`src/rtl/lms_pkg.sv`:
```
package lms_pkg;
    typedef enum logic [1:0] {
        ST_BLANK = 2'd0,
        ST_LOAD  = 2'd1,
        ST_LIGHT = 2'd2
    } scan_st_e;
endpackage

```
`src/rtl/lms_order.sv`:
```
module lms_order #(
    parameter int ROWS  = 3,
    parameter int COLS  = 4,
    parameter int NPIX  = 10,
    parameter int GROUP = 3,
    parameter int POSW  = 4,
    parameter int PIXW  = 4
) (
    input  logic              clk_i,
    input  logic              rst_ni,
    input  logic [NPIX*8-1:0] map_i,
    input  logic [POSW-1:0]   pos_i,
    output logic              hit_o,
    output logic [PIXW-1:0]   pix_o,
    output logic [3:0]        row_o,
    output logic [3:0]        col_o
);
    logic [7:0] entry [NPIX];
    logic [7:0] sel;

    for (genvar g = 0; g < NPIX; g++) begin : g_unpack
        assign entry[g] = map_i[g*8 +: 8];

        map_rng_chk: assert property (@(posedge clk_i) disable iff (!rst_ni)
            (int'(entry[g][7:4]) < ROWS) && (int'(entry[g][3:0]) < COLS));
    end

    if (GROUP > 1) begin : g_matrix_order
        always_comb begin
            hit_o = 1'b0;
            pix_o = '0;
            for (int i = 0; i < NPIX; i++) begin
                if (int'(entry[i][7:4]) * COLS + int'(entry[i][3:0]) == int'(pos_i)) begin
                    hit_o = 1'b1;
                    pix_o = PIXW'(i);
                end
            end
        end
    end else begin : g_index_order
        assign hit_o = 1'b1;
        assign pix_o = PIXW'(pos_i);
    end

    assign sel   = entry[pix_o];
    assign row_o = sel[7:4];
    assign col_o = sel[3:0];
endmodule

```
`src/rtl/lms_pol.sv`:
```
module lms_pol #(
    parameter int W = 4
) (
    input  logic [W-1:0] lvl_i,
    input  logic [W-1:0] pol_i,
    output logic [W-1:0] pin_o
);
    for (genvar b = 0; b < W; b++) begin : g_bit
        assign pin_o[b] = lvl_i[b] ^ pol_i[b];
    end
endmodule

```
`src/rtl/ledmx_scanner.sv`:
```
module ledmx_scanner #(
    parameter int ROWS  = 3,
    parameter int COLS  = 4,
    parameter int NPIX  = 10,
    parameter int GROUP = 3,
    parameter int QUANT = 2,
    localparam int PIXW = (NPIX > 1) ? $clog2(NPIX) : 1
) (
    input  logic              clk_i,
    input  logic              rst_ni,
    input  logic              blank_i,
    input  logic [NPIX*8-1:0] map_i,
    input  logic [ROWS-1:0]   row_pol_i,
    input  logic [COLS-1:0]   col_pol_i,
    input  logic [7:0]        fb_data_i,
    output logic [PIXW-1:0]   fb_addr_o,
    output logic [ROWS-1:0]   row_o,
    output logic [COLS-1:0]   col_o
);
    import lms_pkg::*;

    localparam int NPOS = (GROUP > 1) ? ROWS * COLS : NPIX;
    localparam int POSW = (NPOS > 1) ? $clog2(NPOS) : 1;
    localparam int SLOT = 255 * QUANT;
    localparam int TW   = $clog2(SLOT);
    localparam int CW   = $clog2(GROUP + 1);

    typedef struct packed {
        scan_st_e                st;
        logic [POSW-1:0]         pos;
        logic [CW-1:0]           cnt;
        logic [3:0]              row;
        logic [GROUP-1:0][3:0]   ch_col;
        logic [GROUP-1:0][7:0]   ch_bri;
        logic [TW-1:0]           tick;
        logic [ROWS-1:0]         row_lo;
        logic [COLS-1:0]         col_lo;
    } scan_s;

    scan_s q, d;

    logic            hit;
    logic [PIXW-1:0] pix;
    logic [3:0]      m_row;
    logic [3:0]      m_col;

    lms_order #(
        .ROWS (ROWS),
        .COLS (COLS),
        .NPIX (NPIX),
        .GROUP(GROUP),
        .POSW (POSW),
        .PIXW (PIXW)
    ) i_order (
        .clk_i (clk_i),
        .rst_ni(rst_ni),
        .map_i (map_i),
        .pos_i (q.pos),
        .hit_o (hit),
        .pix_o (pix),
        .row_o (m_row),
        .col_o (m_col)
    );

    assign fb_addr_o = pix;

    function automatic logic [POSW-1:0] step_pos(logic [POSW-1:0] p);
        return (int'(p) == NPOS - 1) ? '0 : p + 1'b1;
    endfunction

    always_comb begin
        d = q;
        case (q.st)
            ST_BLANK: begin
                d.st   = ST_LOAD;
                d.pos  = '0;
                d.cnt  = '0;
                d.tick = '0;
            end
            ST_LOAD: begin
                if (!hit) begin
                    d.pos = step_pos(q.pos);
                end else if (q.cnt == '0 || m_row == q.row) begin
                    for (int i = 0; i < GROUP; i++) begin
                        if (CW'(i) == q.cnt) begin
                            d.ch_col[i] = m_col;
                            d.ch_bri[i] = fb_data_i;
                        end
                    end
                    if (q.cnt == '0) begin
                        d.row = m_row;
                    end
                    d.cnt = q.cnt + 1'b1;
                    d.pos = step_pos(q.pos);
                    if (int'(q.cnt) == GROUP - 1) begin
                        d.st   = ST_LIGHT;
                        d.tick = '0;
                    end
                end else begin
                    d.st   = ST_LIGHT;
                    d.tick = '0;
                end
            end
            ST_LIGHT: begin
                if (int'(q.tick) == SLOT - 1) begin
                    d.st  = ST_LOAD;
                    d.cnt = '0;
                end else begin
                    d.tick = q.tick + 1'b1;
                end
            end
            default: d.st = ST_BLANK;
        endcase

        if (blank_i) begin
            d.st = ST_BLANK;
        end

        d.row_lo = '0;
        d.col_lo = '0;
        if (d.st == ST_LIGHT) begin
            for (int r = 0; r < ROWS; r++) begin
                if (4'(r) == d.row) begin
                    d.row_lo[r] = 1'b1;
                end
            end
            for (int i = 0; i < GROUP; i++) begin
                if (CW'(i) < d.cnt && int'(d.tick) < int'(d.ch_bri[i]) * QUANT) begin
                    for (int c = 0; c < COLS; c++) begin
                        if (4'(c) == d.ch_col[i]) begin
                            d.col_lo[c] = 1'b1;
                        end
                    end
                end
            end
        end
    end

    always_ff @(posedge clk_i or negedge rst_ni) begin
        if (!rst_ni) begin
            q <= '{st: ST_BLANK, default: '0};
        end else begin
            q <= d;
        end
    end

    lms_pol #(.W(ROWS)) i_row_pol (
        .lvl_i(q.row_lo),
        .pol_i(row_pol_i),
        .pin_o(row_o)
    );

    lms_pol #(.W(COLS)) i_col_pol (
        .lvl_i(q.col_lo),
        .pol_i(col_pol_i),
        .pin_o(col_o)
    );


    row_onehot_chk: assert property (@(posedge clk_i) disable iff (!rst_ni)
        $onehot0(q.row_lo));


    row_hold_chk: assert property (@(posedge clk_i) disable iff (!rst_ni)
        (q.st == ST_LIGHT && int'(q.tick) != SLOT - 1 && !blank_i) |=> $stable(q.row_lo));


    grp_bound_chk: assert property (@(posedge clk_i) disable iff (!rst_ni)
        int'(q.cnt) <= GROUP);


    col_rise_chk: assert property (@(posedge clk_i) disable iff (!rst_ni)
        (q.st == ST_LIGHT && q.tick != '0) |-> ((q.col_lo & ~$past(q.col_lo)) == '0));


    col_needs_row_chk: assert property (@(posedge clk_i) disable iff (!rst_ni)
        (|q.col_lo) |-> (|q.row_lo));


    slot_release_chk: assert property (@(posedge clk_i) disable iff (!rst_ni)
        (q.st == ST_LIGHT && int'(q.tick) == SLOT - 1) |=> (q.row_lo == '0 && q.col_lo == '0));


    blank_dark_chk: assert property (@(posedge clk_i) disable iff (!rst_ni)
        blank_i |=> (q.row_lo == '0 && q.col_lo == '0));
endmodule

```
`config.mk`:
```
export PLATFORM = sky130hd
export DESIGN_NAME = ledmx_scanner
export DESIGN_NICKNAME = d
export VERILOG_FILES = /design/src/rtl/lms_pkg.sv /design/src/rtl/lms_order.sv /design/src/rtl/lms_pol.sv /design/src/rtl/ledmx_scanner.sv
export SDC_FILE = /design/constraint.sdc
export NUM_CORES = 1
export LEC_CHECK = 0
export BUFFER_PORTS_ARGS = -buffer_cell sky130_fd_sc_hd__buf_2
export CAP_MARGIN = 20
export CORE_MARGIN = 2
export CORE_UTILIZATION = 50
export CTS_BUF_LIST = sky130_fd_sc_hd__clkbuf_4
export CTS_CLUSTER_SIZE = 16
export DETAILED_ROUTE_END_ITERATION = 8
export GPL_ROUTABILITY_DRIVEN = 0
export GPL_TIMING_DRIVEN = 1
export PLACE_DENSITY = 0.73
export SYNTH_ARGS = -nofsm -noshare
export SYNTH_HDL_FRONTEND = slang
export SYNTH_HIERARCHICAL = 1
export SYNTH_SLANG_ARGS = --single-unit
```
`constraint.sdc`:
```
create_clock -name clk_i -period 13.3 [get_ports clk_i]
set_input_delay 2.66 -clock clk_i [delete_from_list [all_inputs] [get_ports clk_i]]
set_output_delay 2.66 -clock clk_i [all_outputs]
set_load 0.005 [all_outputs]
```
# Word-level counts from Yosys, hierarchy flattened
# Index checks and enable logic that the tools add are counted.
dict set report op_classes {
  magnitude_cmp 7
  n_bitwise 8
  reduce_logical 12
  eq_ne 31
  n_mux 66
  n_addsub 13
}
# cell n
set op_table {}
lappend op_table {{$eq A32 B5 Y1} 10}
lappend op_table {{$add A6 B4 Y7} 10}
lappend op_table {{$mux W51} 1}
lappend op_table {{$mux W46} 1}
lappend op_table {{$mux W4} 11}
lappend op_table {{$mux W40} 1}
lappend op_table {{$mux W8} 5}
lappend op_table {{$bmux W8 S4} 1}
lappend op_table {{$eq A2 B4 Y1 const A} 7}
lappend op_table {{$lt A9 B9 Y1} 3}
lappend op_table {{$mux W9} 3}
lappend op_table {{$pmux W9 S3} 1}
lappend op_table {{$mux W1} 26}
lappend op_table {{$eq A1 B4 Y1 const A} 4}
lappend op_table {{$logic_not A4 Y1} 4}
lappend op_table {{$mux W2} 8}
lappend op_table {{$mux W3} 4}
lappend op_table {{$pmux W2 S3} 2}
lappend op_table {{$add A9 B1 Y9 const B} 1}
lappend op_table {{$eq A9 B3 Y1 const B} 1}
lappend op_table {{$pmux W4 S2} 1}
lappend op_table {{$mux W7} 1}
lappend op_table {{$xor A1 B1 Y1} 7}
lappend op_table {{$eq A2 B2 Y1 const B} 3}
lappend op_table {{17 further kinds} 21}
dict set report totals {
  elab_cells 150
  out_inout_bits 11
  input_bits 98
  ff_bits 64
}

# Longest topological paths before layout
# Gate-level depths: netlist of the first run.
dict set report logic_depth {
  ltp_word 28
  mapped_depth 27
  depth_no_buf 24
}

# Hierarchy
# Netlist of the first run, hierarchy kept.
# mod cells_each instances seq_area_each_um2 area_per_inst_um2
set by_module_without_submodules {}
lappend by_module_without_submodules {ledmx_scanner 328 1 1601.5 3539.6}
lappend by_module_without_submodules {lms_order 240 1 0.0 1981.9}
lappend by_module_without_submodules {{lms_pol (i_col_pol)} 4 1 0.0 35.0}
lappend by_module_without_submodules {{lms_pol (i_row_pol)} 3 1 0.0 26.3}

# Worst setup path after synthesis of the first run
# Ideal clock, no wire load.
dict set report synth_timing {
  kind {input to register}
  from {input map_i[74]}
  to {register q[2] (netlist name)}
  n_path_buf 3
  stages 23
  required_ns 13.217
  t_arrival_ns 7.792
  slack_ns 5.426
  setup_time_ns 0.083
  cell_sequence {ha_1 > fa_1 > xnor2_1 > nand3_1 > nor4_4 > o211ai_1 > o211ai_2 > buf_6 > mux2_2 > o311a_1 > xor2_1 > o41ai_2 > and3_1 > buf_4 > buf_2 > mux2_2 > inv_1 > ha_1 > a21o_1 > a21o_1 > a2111oi_4 > nand4_1 > a31oi_1}
}
# item line
set synth_rtl {}
lappend synth_rtl {{start, declared} ledmx_scanner.sv:12} ;# input logic [NPIX*8-1:0] map_i,
lappend synth_rtl {{end signal, assigned} ledmx_scanner.sv:141} ;# q <= '{st: ST_BLANK, default: '0};
lappend synth_rtl {{end signal, assigned} ledmx_scanner.sv:143} ;# q <= d;
lappend synth_rtl {{end, declared} ledmx_scanner.sv:40} ;# scan_s q, d;

==> impl_summary.log, run 1 <==
[metrics] status: finished clean
[metrics] number of failing hold endpoints at the final stage: 0
[metrics] syn_nets: 730
[metrics] number of antenna diodes: 0
[metrics] post-route cell area: between 6000 and 7000 um^2
[metrics] number of antenna-violating nets in the routed design: 0
[metrics] cell accounting for the most synthesized area: sky130_fd_sc_hd__dfrtp_1
[metrics] 1st-pass router iterations: 4
[metrics] antenna violations before repair: 0
[metrics] sequential share of the synthesized area: 0.287
[metrics] number of hold-repair buffers added at the cts stage: 0
[metrics] detail-routed net length per standard cell: around 17 um
[metrics] shortest period the worst path allows: just under 9 ns
[metrics] first-pass GRT wire length: 22300 um
[metrics] total routing resource utilization after global routing: 0.240
[metrics] FMAX: between 100 and 150 MHz
[metrics] PortBufs: about 110
[metrics] commonest non-fill, non-tap cell in the layout: sky130_fd_sc_hd__buf_2
[metrics] Detailed Place HPWL: ~11000 um
[metrics] Met2 Routed Length: 6750 um
[metrics] Die X-Extent: about 110 um
[metrics] CTS buffer count: 9
[metrics] number of unique standard cell types used by synthesis: slightly above 60
[metrics] max-slew violation count: 0
[metrics] commonest cells after routing, fill and taps aside: 108 x sky130_fd_sc_hd__buf_2, 64 x sky130_fd_sc_hd__dfrtp_1, 55 x sky130_fd_sc_hd__inv_1
[metrics] remaining max-slew budget at the tightest pin: 0.462
[metrics] number of resized instances in the post-cts repair step: 0
[metrics] buffers plus inverters on the worst setup path: 4
[metrics] part of the cycle the worst path needs: 0.672
[metrics] post-CTS setup-driven buffer insertion count: 0
[metrics] fraction of final layout cells with drive strength greater than 1: 0.259
[metrics] number of flip-flops under the largest register name: between 60 and 70
[metrics] element type at the critical path start: primary input
[metrics] ratio of routed vias to standard cells: between 5 and 6
[metrics] Most used DFF post-synth: sky130_fd_sc_hd__dfrtp_1
[metrics] mean post-synth cell area: 9.71 um^2
[metrics] wire length on met3: 938 um
[metrics] number of levels in the clock H-tree: 3
[metrics] clock latency at the later pin of the worst-skew pair: a little over 0.4 ns
[metrics] Clock transition at path regs: 0.10 ns
[metrics] RSZ-0062 raised after global routing: no
[metrics] die height: roughly 110 um
[metrics] Worst-Margin Slew: ~0.81 ns
[metrics] number of instances in the synthesized netlist: between 500 and 600
[metrics] Area contributors post-synth: sky130_fd_sc_hd__dfrtp_1 29%, sky130_fd_sc_hd__ha_1 11%, sky130_fd_sc_hd__mux2_2 6.7%, sky130_fd_sc_hd__mux2i_1 6.6%, sky130_fd_sc_hd__xor2_1 5.5%
[metrics] path type of the worst setup path: in -> reg
[metrics] Power Density: slightly above 100 nW/um^2
[metrics] largest registers: q: 64 flops
[metrics] share of the synthesized area in the top cell type: 0.287
[metrics] final worst setup slack: roughly 4.4 ns
[metrics] minimum setup slack after placement: 4.04 ns
[metrics] number of setup violations in the final report: 0
[metrics] DRC errors left: 0
[metrics] worst hold path type: reg -> reg
[metrics] worst hold-check slack: approximately 0.50 ns
[metrics] wirelength, routed: about 14000 um
[metrics] Layout area overhead: 13.0%
[metrics] overall overflow remaining after global route: 0
[metrics] placeable core area: around 11000 um^2
[metrics] Max-cap violations: 0
[metrics] routed length on met1: roughly 5900 um
[metrics] initial cell density of the core: 0.513
[metrics] fill cell total of the finished layout: ~950
[metrics] placement-stage cell area: approximately 6000 um^2
[metrics] Root Buffer: sky130_fd_sc_hd__clkbuf_4
[metrics] peak supply drop: between 0.08 and 0.09 mV
[metrics] number of rows created at floorplan: 38
[metrics] share of async-settable or async-resettable flops after synthesis: 1.00
[metrics] maximum number of pins on one net before global-route repair: 65
[metrics] fin nets: between 800 and 900
[metrics] Leakage: around 3.1 nW
[metrics] cell chain of the critical path: buf_2 -> ha_1 -> inv_1 -> fa_1 -> xor2_1 -> nand3_1 -> nor4_1 -> a21oi_2 -> o211ai_4 -> buf_4 -> mux4_1 -> and2_1 -> xor2_1 -> o41ai_2 -> and3_1 -> mux2_2 -> inv_1 -> ha_1 -> a21oi_1 -> o21ai_0 -> a211oi_1 -> nand4_1 -> a31oi_1
[metrics] Power Total: about 0.65 mW
[metrics] number of DRC violations after detailed-routing iteration 0: around 330
[metrics] number of flops mapped to enable cells by yosys: 0
[metrics] Crit Path Max Fanout: 21
[metrics] slowest CP cell: sky130_fd_sc_hd__and3_1
[metrics] Top Layer Used: met4
[metrics] Layout Skew: roughly 0.012 ns
[metrics] register bit count reported by yosys: 64
[metrics] vias in the first global route: approximately 4800
[metrics] worst endpoint required time: ~14 ns
[metrics] register bank with the most flops: q
[metrics] number of warnings issued by yosys: 6
[metrics] data arrival time of the critical path: 9.26 ns
[metrics] vias post-DR: ~4700
[metrics] total standard cell area after synthesis: 5580 um^2
[metrics] clock tree buffer depth: 2
[metrics] aggregate negative setup slack: 0 ns
[metrics] TritonCTS clock tree: built
[metrics] number of primary I/O pins: between 100 and 150
[metrics] number of sinks on the clock net: 64
[metrics] Crit path largest cell delay: between 0.7 and 0.8 ns
[metrics] die footprint: ~12000 um^2
[metrics] nature of the critical path endpoint: register
[metrics] family of cells with the greatest summed delay on the critical path: compound AO/OA/AOI/OAI gates
-- cell type report --
type / count / area, um^2 / share of cell area
Tap cell: 140 / 175 / 0.0278
Multi-Input combinational cell: 434 / 3630 / 0.576
Clock buffer: 10 / 75.1 / 0.0119
Clock inverter: 6 / 50.0 / 0.00794
Sequential cell: 64 / 1600 / 0.254
Timing Repair Buffer: 111 / 563 / 0.0893
Inverter: 55 / 206 / 0.0327
-- worst paths after layout --
check	start	to	slack, ns	depth (start not counted)
worst max-delay path	map_i[28]	q[0]	4.36	23
worst min-delay path	q[33]	q[33]	0.50	1
worst max register to register	q[61]	q[0]	6.53	19
worst min register to register	q[33]	q[33]	0.50	1
max in group asynchronous	rst_ni	q[42]	10.37	2
min in group asynchronous	rst_ni	q[34]	2.41	2
-- metrics by stage --
stage / cells / utilization
final: 820 / 0.579
after global routing: 820 / 0.579
after CTS: 820 / 0.579
after detailed placement: 804 / 0.568
after global placement: 804 / 0.568
after floorplan: 575 / -
-- worst register-to-register path: stages (launching register included) --
cell and delay [ns]:
sky130_fd_sc_hd__dfrtp_1 0.85, sky130_fd_sc_hd__xor2_1 0.21, sky130_fd_sc_hd__nand3_1 0.09, sky130_fd_sc_hd__nor4_1 0.60, sky130_fd_sc_hd__a21oi_2 0.10, sky130_fd_sc_hd__o211ai_4 0.42, sky130_fd_sc_hd__buf_4 0.40, sky130_fd_sc_hd__mux4_1 0.59
sky130_fd_sc_hd__and2_1 0.20, sky130_fd_sc_hd__xor2_1 0.20, sky130_fd_sc_hd__o41ai_2 0.43, sky130_fd_sc_hd__and3_1 0.76, sky130_fd_sc_hd__mux2_2 0.43, sky130_fd_sc_hd__inv_1 0.06, sky130_fd_sc_hd__ha_1 0.24, sky130_fd_sc_hd__a21oi_1 0.15
sky130_fd_sc_hd__o21ai_0 0.17, sky130_fd_sc_hd__a211oi_1 0.41, sky130_fd_sc_hd__nand4_1 0.17, sky130_fd_sc_hd__a31oi_1 0.21
-- cell families after synthesis --
family / Yosys count / share of synthesized area
AOI/OAI and AO/OA: 105 / 0.139
xor gates and xnor gates: 56 / 0.0879
adders and majority gates: 57 / 0.141
and+or+nand+nor: 143 / 0.138
muxes: 73 / 0.143
buffers and inverters: 77 / 0.0636
DFF: 64 / 0.287
-- where the power goes --
part	internal, mW	total [mW]	switching, mW
combinational	0.120	0.274	0.154
sequential	0.231	0.257	0.0261
clock	0.0567	0.123	0.0658
total	0.407	0.653	0.246
-- synth_stat cells (all sizes together) (3+ instances only) --
| cell type | number |
|---|---|
| dfrtp | 64 |
| inv | 55 |
| ha | 47 |
| mux2i | 37 |
| mux2 | 35 |
| xor2 | 35 |
| a21oi | 29 |
| nor2 | 28 |
| nand2 | 25 |
| nand3 | 21 |
| xnor2 | 21 |
| buf | 15 |
| nand4 | 13 |
| nor3 | 11 |
| a22o | 10 |
| and3 | 10 |
| fa | 10 |
| nor4 | 9 |
| o21ai | 9 |
| a22oi | 7 |
| clkbuf | 7 |
| nor2b | 7 |
| o211ai | 7 |
| a211oi | 6 |
| a31oi | 6 |
| o22ai | 6 |
| a21o | 4 |
| and2 | 4 |
| nand2b | 3 |
| o21a | 3 |
| o21bai | 3 |
| or2 | 3 |
| or3 | 3 |
-- layer usage --
metal | vias to the layer above | track usage
met2 | 180 | 0.414
li1 | 2263 | -
met5 | - | 0
met4 | 0 | 0.127
met3 | 42 | 0.0427
met1 | 2249 | 0.283
Note: power is estimated with default switching activity, not from simulation.
==> run 2: changes to the inputs <==
ABC_AREA = 1   (was default)
clock period = 9.2 ns   (was 13.3 ns; I/O delays follow)
==> run 2 against run 1 <==
Wire length rose by 14%; clock skew grew 0.0039 ns; sequential power rose by 61%; first-iteration DRC count rose by 47%; setup slack got worse by 1.9 ns; register-to-register slack got worse by 3.0 ns; area after synthesis rose by 11%; largest cell class unchanged; die area increased by 10%; clock power increased by 34%; flip-flop and latch count unchanged.
==> impl_summary.log, run 2 <==
[metrics] Worst-Margin Slew: 0.846 ns (was 0.807 ns)
[metrics] worst hold path type: reg -> reg (unchanged)
[metrics] met2 usage: 0.393 (was 0.414)
[metrics] non-filler cells in the finished layout: 1216 (was 820)
[metrics] remaining max-slew budget at the tightest pin: 0.434 (was 0.462)
[metrics] met1 global-route usage: 0.372 (was 0.283)
[metrics] clock tree buffer depth: 2 (unchanged)
[metrics] worst flop-to-flop path startpoint: q[61] (unchanged)
[metrics] max-slew violation count: 0 (unchanged)
[metrics] Crit Path Max Fanout: 34 (was 21)
[metrics] Die X-Extent: 115 um (was 110 um)
[metrics] fraction of final layout cells with drive strength greater than 1: 0.160 (was 0.259)
[metrics] post-route cell area: 6900 um^2 (was 6310 um^2)
[metrics] initial cell density of the core: 0.512 (was 0.513)
[metrics] die footprint: 13300 um^2 (was 12000 um^2)
[metrics] wirelength, routed: 16200 um (was 14200 um)
[metrics] share of the synthesized area in the top cell type: 0.259 (was 0.287)
[metrics] number of flip-flops under the largest register name: 64 (unchanged)
[metrics] path type of the worst setup path: in -> reg (unchanged)
[metrics] status: finished clean (unchanged)
[metrics] placeable core area: 12100 um^2 (was 10900 um^2)
[metrics] commonest non-fill, non-tap cell in the layout: sky130_fd_sc_hd__nand2_1 (was sky130_fd_sc_hd__buf_2)
[metrics] worst hold-check slack: 0.487 ns (was 0.505 ns)
[metrics] Power Total: 1.29 mW (was 0.653 mW)
[metrics] Max-cap violations: 0 (unchanged)
[metrics] Detailed Place HPWL: 12800 um (was 11400 um)
[metrics] TritonCTS clock tree: built (unchanged)
[metrics] maximum number of pins on one net before global-route repair: 65 (unchanged)
[metrics] Post-Place Cells: 1200 (was 804)
[metrics] post-CTS setup-driven buffer insertion count: 0 (unchanged)
[metrics] CTS buffer count: 9 (unchanged)
[metrics] detail-routed net length per standard cell: 13.3 um (was 17.3 um)
[metrics] register bit count reported by yosys: 64 (unchanged)
[metrics] sequential share of the synthesized area: 0.259 (was 0.287)
[metrics] number of unique standard cell types used by synthesis: 48 (was 61)
[metrics] Root Buffer: sky130_fd_sc_hd__clkbuf_4 (unchanged)
[metrics] overall overflow remaining after global route: 0 (unchanged)
[metrics] final worst setup slack: 2.45 ns (was 4.36 ns)
[metrics] fin nets: 1198 (was 830)
[metrics] number of primary I/O pins: 109 (unchanged)
[metrics] shortest period the worst path allows: 6.75 ns
[metrics] cell accounting for the most synthesized area: sky130_fd_sc_hd__dfrtp_1 (unchanged)
[metrics] number of instances in the synthesized netlist: 943 (was 575)
[metrics] vias post-DR: 6126 (was 4734)
[metrics] number of failing hold endpoints at the final stage: 0 (unchanged)
[metrics] minimum setup slack after placement: 2.10 ns (was 4.04 ns)
[metrics] length in cells of the worst reg-to-reg path: 37 (was 19)
[metrics] worst endpoint required time: 9.58 ns (was 13.63 ns)
[metrics] share of async-settable or async-resettable flops after synthesis: 1.00 (unchanged)
[metrics] vias in the first global route: 5475 (was 4816)
[metrics] clock latency at the later pin of the worst-skew pair: 0.44 ns (was 0.41 ns)
[metrics] number of hold-repair buffers added at the cts stage: 0 (unchanged)
[metrics] nature of the critical path endpoint: register (unchanged)
[metrics] number of DRC violations after detailed-routing iteration 0: 488 (was 331)
[metrics] number of antenna-violating nets in the routed design: 0 (unchanged)
[metrics] number of rows created at floorplan: 40 (was 38)
[metrics] total routing resource utilization after global routing: 0.253 (was 0.240)
[metrics] number of sinks on the clock net: 64 (unchanged)
[metrics] library cell with the highest instance count after synthesis: sky130_fd_sc_hd__nand2_1 (was sky130_fd_sc_hd__dfrtp_1)
[metrics] Layout area overhead: 11.7% (was 13.0%)
[metrics] antenna violations before repair: 0 (unchanged)
[metrics] most utilized layer in the global route result: met2 (unchanged)
[metrics] commonest cells in the netlist: 254 x sky130_fd_sc_hd__nand2_1, 189 x sky130_fd_sc_hd__inv_1, 84 x sky130_fd_sc_hd__nand3_1 (was 64 x sky130_fd_sc_hd__dfrtp_1, 55 x sky130_fd_sc_hd__inv_1, 47 x sky130_fd_sc_hd__ha_1)
[metrics] Power Density: 187 nW/um^2 (was 104 nW/um^2)
[metrics] PortBufs: 108 (unchanged)
[metrics] endpoint of the lowest-slack register-to-register path: q[0] (unchanged)
[metrics] fill cell total of the finished layout: 1205 (was 954)
[metrics] Leakage: 3.90 nW (was 3.14 nW)
[metrics] syn_nets: 1098 (was 730)
[metrics] slowest CP cell: sky130_fd_sc_hd__fa_1 (was sky130_fd_sc_hd__and3_1)
[metrics] number of resized instances in the post-cts repair step: 0 (unchanged)
[metrics] die height: 115 um (was 110 um)
[metrics] mean post-synth cell area: 6.55 um^2 (was 9.71 um^2)
[metrics] Crit path largest cell delay: 0.42 ns (was 0.76 ns)
[metrics] start point of the critical path: map_i[10] (was map_i[28])
[metrics] number of setup violations in the final report: 0 (unchanged)
[metrics] 1st-pass router iterations: 6 (was 4)
[metrics] Layout Skew: 0.0163 ns (was 0.0124 ns)
[metrics] aggregate negative setup slack: 0 ns (unchanged)
[metrics] first-pass GRT wire length: 26400 um (was 22300 um)
[metrics] DRC errors left: 0 (unchanged)
[metrics] placement-stage cell area: 6790 um^2 (was 6180 um^2)
[metrics] ratio of routed vias to standard cells: 5.04 (was 5.77)
[metrics] FMAX: approximately 150 MHz
[metrics] Area contributors post-synth: sky130_fd_sc_hd__dfrtp_1 26%, sky130_fd_sc_hd__nand2_1 15%, sky130_fd_sc_hd__inv_1 11%, sky130_fd_sc_hd__ha_1 9.5%, sky130_fd_sc_hd__nand3_1 6.8% (was sky130_fd_sc_hd__dfrtp_1 29%, sky130_fd_sc_hd__ha_1 11%, sky130_fd_sc_hd__mux2_2 6.7%, sky130_fd_sc_hd__mux2i_1 6.6%, sky130_fd_sc_hd__xor2_1 5.5%)
[metrics] largest registers: q: 64 flops (unchanged)
[metrics] flop-to-flop setup slack: 3.53 ns (was 6.53 ns)
[metrics] commonest cells after routing, fill and taps aside: 254 x sky130_fd_sc_hd__nand2_1, 189 x sky130_fd_sc_hd__inv_1, 108 x sky130_fd_sc_hd__buf_2 (was 108 x sky130_fd_sc_hd__buf_2, 64 x sky130_fd_sc_hd__dfrtp_1, 55 x sky130_fd_sc_hd__inv_1)
[metrics] M3 GR Usage: 0.0422 (was 0.0427)
[metrics] register bank with the most flops: q (unchanged)
[metrics] RSZ-0062 raised after global routing: no (unchanged)
[metrics] peak supply drop: 0.104 mV (was 0.0863 mV)
[metrics] Clock transition at path regs: 0.11 ns (was 0.10 ns)
[metrics] number of levels in the clock H-tree: 3 (unchanged)
[metrics] most frequent cell on the critical path: sky130_fd_sc_hd__nand2_1
[metrics] data arrival time of the critical path: 7.13 ns (was 9.26 ns)
[metrics] Core Util, Final: 0.572 (was 0.579)
[metrics] Most used DFF post-synth: sky130_fd_sc_hd__dfrtp_1 (unchanged)
[metrics] total standard cell area after synthesis: 6180 um^2 (was 5580 um^2)
[metrics] element type at the critical path start: primary input (unchanged)
[metrics] end point of the critical path: q[0] (unchanged)
[metrics] number of warnings issued by yosys: 6 (unchanged)
[metrics] part of the cycle the worst path needs: 0.734
[metrics] number of antenna diodes: 0 (unchanged)
[metrics] number of flops mapped to enable cells by yosys: 0 (unchanged)
## run 2: cell types whose count changed in the layout (fill, tap and decap cells not counted), moves of 25 or more
cell	previous run	this run
sky130_fd_sc_hd__nand2_1	25	254
sky130_fd_sc_hd__inv_1	55	189
sky130_fd_sc_hd__nand3_1	21	84
sky130_fd_sc_hd__o21ai_0	9	56
sky130_fd_sc_hd__mux2i_1	37	2
sky130_fd_sc_hd__mux2_2	33	0
sky130_fd_sc_hd__xor2_1	35	3
sky130_fd_sc_hd__nor2_1	28	53
## run 2: how the worst min path moves through the flow
stage / start / end / slack [ns] / depth (start not counted)
3_5_place_dp: q[43] / q[43] / 0.46 / 2
2_1_floorplan: q[43] / q[43] / 0.44 / 2
4_1_cts: q[43] / q[43] / 0.49 / 2
3_3_place_gp: q[43] / q[43] / 0.46 / 2
6_report: q[43] / q[43] / 0.49 / 2
5_1_grt: q[32] / q[32] / 0.51 / 2
## run 2: worst max-delay path: cells and delay by family
kind | cells | cell delay (ns)
simple gates | 30 | 3.36
fa+ha+maj | 3 | 0.95
buf+inv | 4 | 0.31
compound gates | 3 | 0.67
## run 2: cell families (layout without fill, tap and decap cells)
kind of cell             count (synthesis)  count (layout)  share of synthesized area
XOR/XNOR                                14              14                     0.0198
buffers and inverters                  222             327                      0.147
AO/OA/AOI/OAI                          131             131                      0.117
multiplexers                             2               2                    0.00324
AND/OR/NAND/NOR                        453             453                      0.326
adder cells (fa/ha/maj)                 57              57                      0.128
flip-flops                              64              64                      0.259
## run 2: area by class of cell
class | count | area, um^2 | share of cell area
clock buffer | 12 | 90.1 | 0.0130
clock inverter | 4 | 21.3 | 0.00308
inverter | 201 | 754 | 0.109
multi-input combinational | 657 | 3670 | 0.532
sequential | 64 | 1600 | 0.232
tap | 168 | 210 | 0.0304
timing repair buffer | 110 | 556 | 0.0805
## run 2: layer usage
layer | vias up | wire length (um)
met1 | 2719 | 7870
met2 | 221 | 6830
li1 | 3159 | -
met5 | - | 0
met3 | 27 | 1260
met4 | 0 | 256
## run 2: where the power goes
group	leakage [nW]	switching (mW)	internal [mW]	total [mW]
Sequential	0.755	0.0485	0.366	0.414
Combinational	3.08	0.460	0.252	0.712
Clock	0.0647	0.102	0.0629	0.165
